==> config.mk <==
export PLATFORM = sky130hd
export DESIGN_NAME = vn_narrow_unit
export DESIGN_NICKNAME = d
export VERILOG_FILES = /design/src/rtl/vn_narrow_pkg.sv /design/src/rtl/vn_decode.sv /design/src/rtl/vn_lane.sv /design/src/rtl/vn_half.sv /design/src/rtl/vn_narrow_unit.sv
export SDC_FILE = /design/constraint.sdc
export NUM_CORES = 1
export LEC_CHECK = 0
export CELL_PAD_IN_SITES_DETAIL_PLACEMENT = 1
export CELL_PAD_IN_SITES_GLOBAL_PLACEMENT = 2
export CORE_MARGIN = 5
export CORE_UTILIZATION = 27
export CTS_CLUSTER_SIZE = 12
export DETAILED_ROUTE_END_ITERATION = 10
export PLACE_DENSITY_LB_ADDON = 0.08
export SETUP_SLACK_MARGIN = 0.15
export SLEW_MARGIN = 20
export SYNTH_ARGS = -nofsm -noshare
export SYNTH_HDL_FRONTEND = slang
export SYNTH_HIERARCHICAL = 1
export SYNTH_SLANG_ARGS = --single-unit
==> constraint.sdc <==
create_clock -name clk -period 8.31 [get_ports clk]
set_clock_uncertainty 0.2 [all_clocks]
set_input_delay 2.0775 -clock clk [delete_from_list [all_inputs] [get_ports clk]]
set_output_delay 2.0775 -clock clk [all_outputs]
set_load 0.05 [all_outputs]
==> src/rtl/vn_narrow_pkg.sv <==
package vn_narrow_pkg;

    localparam int unsigned VEC_W_DEFAULT = 128;
    localparam int unsigned NUM_SIZES     = 3;

    localparam logic [4:0] OPC_EXTRACT = 5'h12;
    localparam logic [4:0] OPC_SATNAR  = 5'h14;
    localparam logic [1:0] SIZE_RSVD   = 2'd3;

    typedef enum logic [1:0] {
        NM_TRUNC = 2'd0,
        NM_SS    = 2'd1,
        NM_UU    = 2'd2,
        NM_SU    = 2'd3
    } nmode_e;

    typedef struct packed {
        logic   legal;
        nmode_e mode;
    } ndec_t;

    function automatic ndec_t decode_narrow(input logic [4:0] opc,
                                            input logic       uns,
                                            input logic [1:0] sz);
        ndec_t d;
        d.legal = 1'b0;
        d.mode  = NM_TRUNC;
        if (sz != SIZE_RSVD) begin
            if (opc == OPC_EXTRACT) begin
                d.legal = 1'b1;
                d.mode  = uns ? NM_SU : NM_TRUNC;
            end else if (opc == OPC_SATNAR) begin
                d.legal = 1'b1;
                d.mode  = uns ? NM_UU : NM_SS;
            end
        end
        return d;
    endfunction

endpackage

==> src/rtl/vn_decode.sv <==
module vn_decode
    import vn_narrow_pkg::*;
(
    input  logic [4:0] opcode,
    input  logic       uns,
    input  logic [1:0] size,
    output ndec_t      dec
);
    always_comb begin
        dec = decode_narrow(opcode, uns, size);
    end
endmodule

==> src/rtl/vn_lane.sv <==
module vn_lane
    import vn_narrow_pkg::*;
#(
    parameter int unsigned SRC_W = 16
) (
    input  nmode_e             mode,
    input  logic [SRC_W-1:0]   src,
    output logic [SRC_W/2-1:0] res,
    output logic               sat
);
    localparam int unsigned DW = SRC_W / 2;

    logic [DW-1:0] low_part;
    logic [DW-1:0] high_part;
    logic [DW:0]   sign_field;
    logic          fits_signed;
    logic          fits_unsigned;
    logic          neg;

    always_comb begin
        low_part      = src[DW-1:0];
        high_part     = src[SRC_W-1:DW];
        sign_field    = src[SRC_W-1:DW-1];
        neg           = src[SRC_W-1];
        fits_signed   = (&sign_field) | ~(|sign_field);
        fits_unsigned = ~(|high_part);
        res = low_part;
        sat = 1'b0;
        unique case (mode)
            NM_TRUNC: begin
                res = low_part;
                sat = 1'b0;
            end
            NM_SS: begin
                if (!fits_signed) begin
                    res = neg ? {1'b1, {(DW-1){1'b0}}} : {1'b0, {(DW-1){1'b1}}};
                    sat = 1'b1;
                end
            end
            NM_UU: begin
                if (!fits_unsigned) begin
                    res = '1;
                    sat = 1'b1;
                end
            end
            NM_SU: begin
                if (neg) begin
                    res = '0;
                    sat = 1'b1;
                end else if (!fits_unsigned) begin
                    res = '1;
                    sat = 1'b1;
                end
            end
            default: begin
                res = low_part;
                sat = 1'b0;
            end
        endcase
    end
endmodule

==> src/rtl/vn_half.sv <==
module vn_half
    import vn_narrow_pkg::*;
#(
    parameter int unsigned HALF_W = 64
) (
    input  nmode_e                  mode,
    input  logic [1:0]              size,
    input  logic [HALF_W-1:0]       src,
    output logic [HALF_W/2-1:0]     res,
    output logic [HALF_W/16-1:0]    sat
);
    localparam int unsigned RES_W = HALF_W / 2;
    localparam int unsigned NF    = RES_W / 8;

    logic [NUM_SIZES*RES_W-1:0] res_all;
    logic [NUM_SIZES*NF-1:0]    sat_all;

    for (genvar s = 0; s < NUM_SIZES; s++) begin : g_size
        localparam int unsigned DW = 8 << s;
        localparam int unsigned N  = RES_W / DW;
        logic [RES_W-1:0] r;
        logic [N-1:0]     f;
        for (genvar j = 0; j < N; j++) begin : g_lane
            vn_lane #(.SRC_W(2 * DW)) u_lane (
                .mode (mode),
                .src  (src[j*2*DW +: 2*DW]),
                .res  (r[j*DW +: DW]),
                .sat  (f[j])
            );
        end
        assign res_all[s*RES_W +: RES_W] = r;
        assign sat_all[s*NF +: NF]       = NF'(f);
    end

    always_comb begin
        res = '0;
        sat = '0;
        for (int s = 0; s < NUM_SIZES; s++) begin
            if (size == 2'(s)) begin
                res = res_all[s*RES_W +: RES_W];
                sat = sat_all[s*NF +: NF];
            end
        end
    end
endmodule

==> src/rtl/vn_narrow_unit.sv <==
module vn_narrow_unit
    import vn_narrow_pkg::*;
#(
    parameter int unsigned VEC_W = VEC_W_DEFAULT
) (
    input  logic               clk,
    input  logic               rst,
    input  logic               valid_i,
    input  logic [4:0]         opcode_i,
    input  logic               u_i,
    input  logic               q_i,
    input  logic [1:0]         size_i,
    input  logic [VEC_W-1:0]   src_i,
    input  logic [VEC_W-1:0]   dst_i,
    input  logic               sat_clr_i,
    output logic [VEC_W-1:0]   dst_o,
    output logic [VEC_W/16-1:0] sat_lane_o,
    output logic               sat_cum_o,
    output logic               undef_o,
    output logic               done_o
);
    localparam int unsigned HALF_W = VEC_W / 2;
    localparam int unsigned RES_W  = HALF_W / 2;
    localparam int unsigned NF     = RES_W / 8;
    localparam int unsigned LANES  = 2 * NF;

    ndec_t                    dec;
    logic [1:0][RES_W-1:0]    half_res;
    logic [1:0][NF-1:0]       half_sat;
    logic [LANES-1:0]         lanes_n;
    logic [VEC_W-1:0]         dst_n;

    logic [VEC_W-1:0]         dst_q;
    logic [LANES-1:0]         lanes_q;
    logic                     cum_q;
    logic                     undef_q;
    logic                     done_q;

    vn_decode u_dec (
        .opcode (opcode_i),
        .uns    (u_i),
        .size   (size_i),
        .dec    (dec)
    );

    for (genvar h = 0; h < 2; h++) begin : g_half
        vn_half #(.HALF_W(HALF_W)) u_half (
            .mode (dec.mode),
            .size (size_i),
            .src  (src_i[h*HALF_W +: HALF_W]),
            .res  (half_res[h]),
            .sat  (half_sat[h])
        );
    end

    // Element numbering runs across both halves: the low half supplies
    // the first (NF >> size) elements, the high half the next ones.
    always_comb begin
        int unsigned per_half;
        per_half = NF >> size_i;
        lanes_n  = '0;
        for (int h = 0; h < 2; h++) begin
            for (int j = 0; j < int'(NF); j++) begin
                if (j < int'(per_half)) begin
                    lanes_n[h*per_half + j] = half_sat[h][j];
                end
            end
        end
    end

    always_comb begin
        if (q_i) begin
            dst_n = {half_res[1], half_res[0], dst_i[HALF_W-1:0]};
        end else begin
            dst_n = {{HALF_W{1'b0}}, half_res[1], half_res[0]};
        end
    end

    always_ff @(posedge clk) begin
        if (rst) begin
            dst_q   <= '0;
            lanes_q <= '0;
            cum_q   <= 1'b0;
            undef_q <= 1'b0;
            done_q  <= 1'b0;
        end else begin
            done_q  <= valid_i;
            undef_q <= valid_i && !dec.legal;
            lanes_q <= (valid_i && dec.legal) ? lanes_n : '0;
            cum_q   <= (sat_clr_i ? 1'b0 : cum_q) | (valid_i && dec.legal && (|lanes_n));
            if (valid_i) begin
                dst_q <= dec.legal ? dst_n : dst_i;
            end
        end
    end

    assign dst_o      = dst_q;
    assign sat_lane_o = lanes_q;
    assign sat_cum_o  = cum_q;
    assign undef_o    = undef_q;
    assign done_o     = done_q;

endmodule

* Word level (Yosys, flattened, before mapping) *
Index checks and enable logic that the tools add are counted.

operators by class
  order comparisons = 12
  mux-type cells = 166
  bitwise operators = 30
  equal/unequal tests = 8
  add/subtract/negate cells = 3
  shift operators = 1
  reduce and logical (&&, ||, !) cells = 54

operator list
  kind                                                                     number
  32-bit 2-to-1 mux                                                        14
  8-bit 2-to-1 mux                                                         36
  128-bit 2-to-1 mux                                                       2
  16-bit 2-to-1 mux                                                        16
  16-bit one-hot mux with 4 select lines                                   4
  32-bit one-hot mux with 4 select lines                                   2
  8-bit one-hot mux with 4 select lines                                    8
  32-bit by 1-bit >= comparator with 1-bit output (second input constant)  4
  32-bit by 4-bit < comparator with 1-bit output (second input constant)   4
  9-bit AND reduction                                                      8
  8-bit OR reduction                                                       9
  9-bit OR reduction                                                       8
  17-bit AND reduction                                                     4
  17-bit OR reduction                                                      4
  33-bit AND reduction                                                     2
  33-bit OR reduction                                                      2
  32-bit by 2-bit adder with 32-bit output (second input constant)         2
  3-bit by 32-bit < comparator with 1-bit output (first input constant)    2
  16-bit OR reduction                                                      4
  32-bit OR reduction                                                      2
  1-bit one-hot mux with 4 select lines                                    14
  1-bit 2-to-1 mux                                                         48
  32-bit by 1-bit adder with 32-bit output (second input constant)         1
  8-bit bitwise mux                                                        4
  other kinds (17)                                                         70

word-level totals
  input bits = 269
  word-level logic and storage cells = 279
  register bits after elaboration = 139
  output and inout port bits = 139

* Longest topological paths before layout *
  word-level depth = 24
  gate-level depth with buffers = 15
  depth with buffers taken out = 12

* Cells and area by module *
The synthesis kept the hierarchy.

modules (own cells, without submodules)
  module                                                      seq. area each (um^2)  area each (um^2)  times used  cells an instance
  vn_narrow_unit                                              2782.7                 6590.1            1           750
  vn_half                                                     0.0                    988.4             2           83
  vn_lane at g_half[0].u_half.g_size[2].g_lane[0].u_lane ...  0.0                    913.4             2           147
  vn_lane at g_half[0].u_half.g_size[1].g_lane[0].u_lane ...  0.0                    440.4             4           76
  vn_lane at g_half[0].u_half.g_size[0].g_lane[0].u_lane ...  0.0                    202.7             8           31
  vn_decode                                                   0.0                    70.1              1           8

* Least setup slack after synthesis *
OpenSTA, ideal clock, no wires.

  kind = input -> register
  start point = input opcode_i[1]
  end point = register cum_q (netlist: sat_cum_o)
  slack = 798 ps
  required time = 8036 ps
  path buffers = 0
  stages on the path = 11
  library setup time = 74 ps
  arrival time = 7238 ps
  cells stage by stage = or3b_1 > a211oi_1 > o2111ai_1 > nand2_1 > mux2i_1 > o2bb2ai_1 > and2b_4 > a211oi_2 > o41ai_2 > a211oi_1 > a31oi_1

RTL lines
  item                    line                  text
  start: declaration      vn_narrow_unit.sv:9   input logic [4:0] opcode_i,
  end signal: assignment  vn_narrow_unit.sv:90  cum_q <= (sat_clr_i ? 1'b0 : cum_q) | (valid_i && dec.legal && (|lanes_n));
  end: declaration        vn_narrow_unit.sv:35  logic cum_q;

==> flow_metrics.tcl <==
set metrics [dict create \
    status "complete, no violations" \
    final-max-slew-violation-count 0 \
    clk_path_buf_depth 2 \
    worst_pin_slew_ps 1140 \
    route.met2.wl_mm 34.0 \
    rows 83 \
    fin_tns_setup_ps 0 \
    cts-buffers-inserted 17 \
    setup_viol 0 \
    synth_cells 1770 \
    dp.cells 2717 \
    synthArstFlopShare 0 \
    ir_worst_vdd_v 0.000154 \
    final_cells 2750 \
    antenna_left 0 \
    grt_pass1_wl_mm 104 \
    max_freq_mhz 161 \
    rsz0062_at_grt "no" \
    antenna_found_initial 3 \
    synth_top_area_frac 0.201 \
    synth_most_common_cell "nor2_1" \
    place_hpwl_mm 49.4 \
    die_area_mm2 0.0559 \
    post_cts_buffers 0 \
    grt_max_degree 134 \
    first_pass_iters 5 \
    min_period_over_period 0.748 \
    hold_violations 0 \
    yosys_warnings 6 \
    ctsRootBufferMaster "clkbuf_16" \
    endpoint_kind "flop" \
    synth_area_per_cell_um2 7.82 \
    nNetsFinal 2333 \
    clkTransAtPathRegs_ps 60 \
    top_layer "met5" \
    ios 408 \
    drtIter0Drc 1026 \
    required_ps 8520 \
    drc_errors 0 \
    relSlewSlack 0.242 \
    start_kind "input pin" \
    cp_data_arrival_time_ps 6420 \
    synth.top_cells.by_area "dfxtp_1, mux2i_1, a211oi_1" \
    vias_per_cell 5.76 \
    p_leak_nw 6.88 \
    layout-drive-gt1-share 0.0884 \
    synth_edf_count 0 \
    r2r_slack_ps 6920 \
    track_usage 0.236 \
    synth-seq-cells 139 \
    ys.flop_type "dfxtp_1" \
    finalCriticalPeriod_ps 6220 \
    wl_met3_mm 3.10 \
    clock_latency_ps 480 \
    grt-ovfl-total 0 \
    cp_max_fo 39 \
    die_h_um 236 \
    critical_path_class "in2reg" \
    maxCapViolCount 0 \
    gp_congestion 0.839 \
    cts.sinks 139 \
    wl_met1_mm 30.4 \
    synth_largest_area_cell "dfxtp_1" \
    synth_seq_area_share 0.201 \
    initial_utilization 0.271 \
    syn2layout_area_growth_pct 35.0 \
    fin_ws_ps 2090 \
    syn-num-nets 2047 \
    netlist_area_mm2 0.0138 \
    holdBufCountCts 0 \
    synthTopCellsByCount "nor2_1, dfxtp_1, mux2i_1" \
    power_density_mw_per_mm2 131 \
    synth_cell_types 69 \
    h-tree-depth 4 \
    ctsResizeCount 0 \
    wl_per_cell_um 25.2 \
    io_buffers 407 \
    preCtsSetupSlack_ps 1680 \
    fp.dieW_um 236 \
    vias 15800 \
    holdCritPathClass "reg2reg" \
    grt_pass1_vias 16000 \
    route.final.wire_length_mm 69.2 \
    core_mm2 0.0511 \
    cts_tree "yes" \
]
[where the power goes]
group / total (mW) / switching [mW] / internal, mW
Combinational: 0.849 / 0.508 / 0.341
Sequential: 0.736 / 0.0246 / 0.711
Clock: 0.868 / 0.369 / 0.498
Total: 2.45 / 0.902 / 1.55
[layer usage]
layer / up-vias / global-route usage
met2: 403 / 0.404
met5: - / 0
li1: 7452 / -
met4: 2 / 0.0715
met3: 75 / 0.0413
met1: 7899 / 0.302
[worst max-delay path, cell delays in order]
cell	delay, ps
clkdlybuf4s50_1	500
or3b_1	410
a211oi_4	800
buf_4	540
o2111ai_1	420
nand2_1	210
nor3b_1	610
nor2b_1	100
o21ai_0	180
o311ai_1	140
and4_1	260
a31oi_1	150
[state kept, by name, indices dropped and copies added, names as in the netlist]
register and count:
dst_o 128, sat_lane_o 8, done_o 1, sat_cum_o 1, undef_o 1
[layout by cell type (no fill, tap or decap), drive strengths merged, types with 5 or more instances in the layout]
master           n
and3            11
nor2b           85
nor3b            6
dfxtp          139
or4             20
a211oi         131
nand4           51
and4b            8
nor3            69
nand3           10
o311a           62
nor2           202
a31oi           68
mux2i          133
nand2           34
nand2b          13
o21ai          135
clkbuf          21
and2             9
nor4            37
o2111ai          8
o2bb2ai         66
a21oi           91
o22ai            8
ha               8
nand3b           5
clkdlybuf4s50  403
and4             9
buf             34
o221ai           5
inv             76
a221oi          60
o31ai            8
[stage by stage]
stage / util / hold slack (ps) / instance area [um^2] / total power [mW]
global placement: 0.354 / 272 / 18100 / 1.59
finish: 0.366 / 285 / 18700 / 2.45
CTS: 0.366 / 288 / 18700 / 2.49
detailed placement: 0.354 / 279 / 18100 / 1.60
global route: 0.366 / 298 / 18700 / 2.56
floorplan: - / 500 / 13800 / 1.23
[path summary, 6_finish.rpt]
check,from,to,cells past startpoint
min,dst_o[46]$_SDFFE_PP0P_,dst_o[46]$_SDFFE_PP0P_,2
min reg2reg,dst_o[46]$_SDFFE_PP0P_,dst_o[46]$_SDFFE_PP0P_,2
max,opcode_i[2],sat_cum_o$_SDFF_PP0_,12
max reg2reg,sat_cum_o$_SDFF_PP0_,sat_cum_o$_SDFF_PP0_,4
[cell families (layout without fill, tap and decap cells)]
group	count (synthesis)	in the layout	share of synthesized area
compound gates	660	660	0.372
xor+xnor	2	2	0.00127
fa+ha+maj	8	8	0.00723
buf+inv	244	543	0.0911
flops	139	139	0.201
mux	135	135	0.0978
other cells	0	1	0
simple gates	582	582	0.229
[final cells by class]
cell class | count | area, um^2
diodes | 1 | 2.50
clock buffers | 20 | 467
clock inverters | 12 | 160
fillers | 6115 | 32400
inverters | 73 | 274
multi-input cells | 1387 | 9850
flip-flops and latches | 139 | 2780
well taps | 680 | 851
repair buffers | 438 | 4320
(Power assumes the default switching activity.)
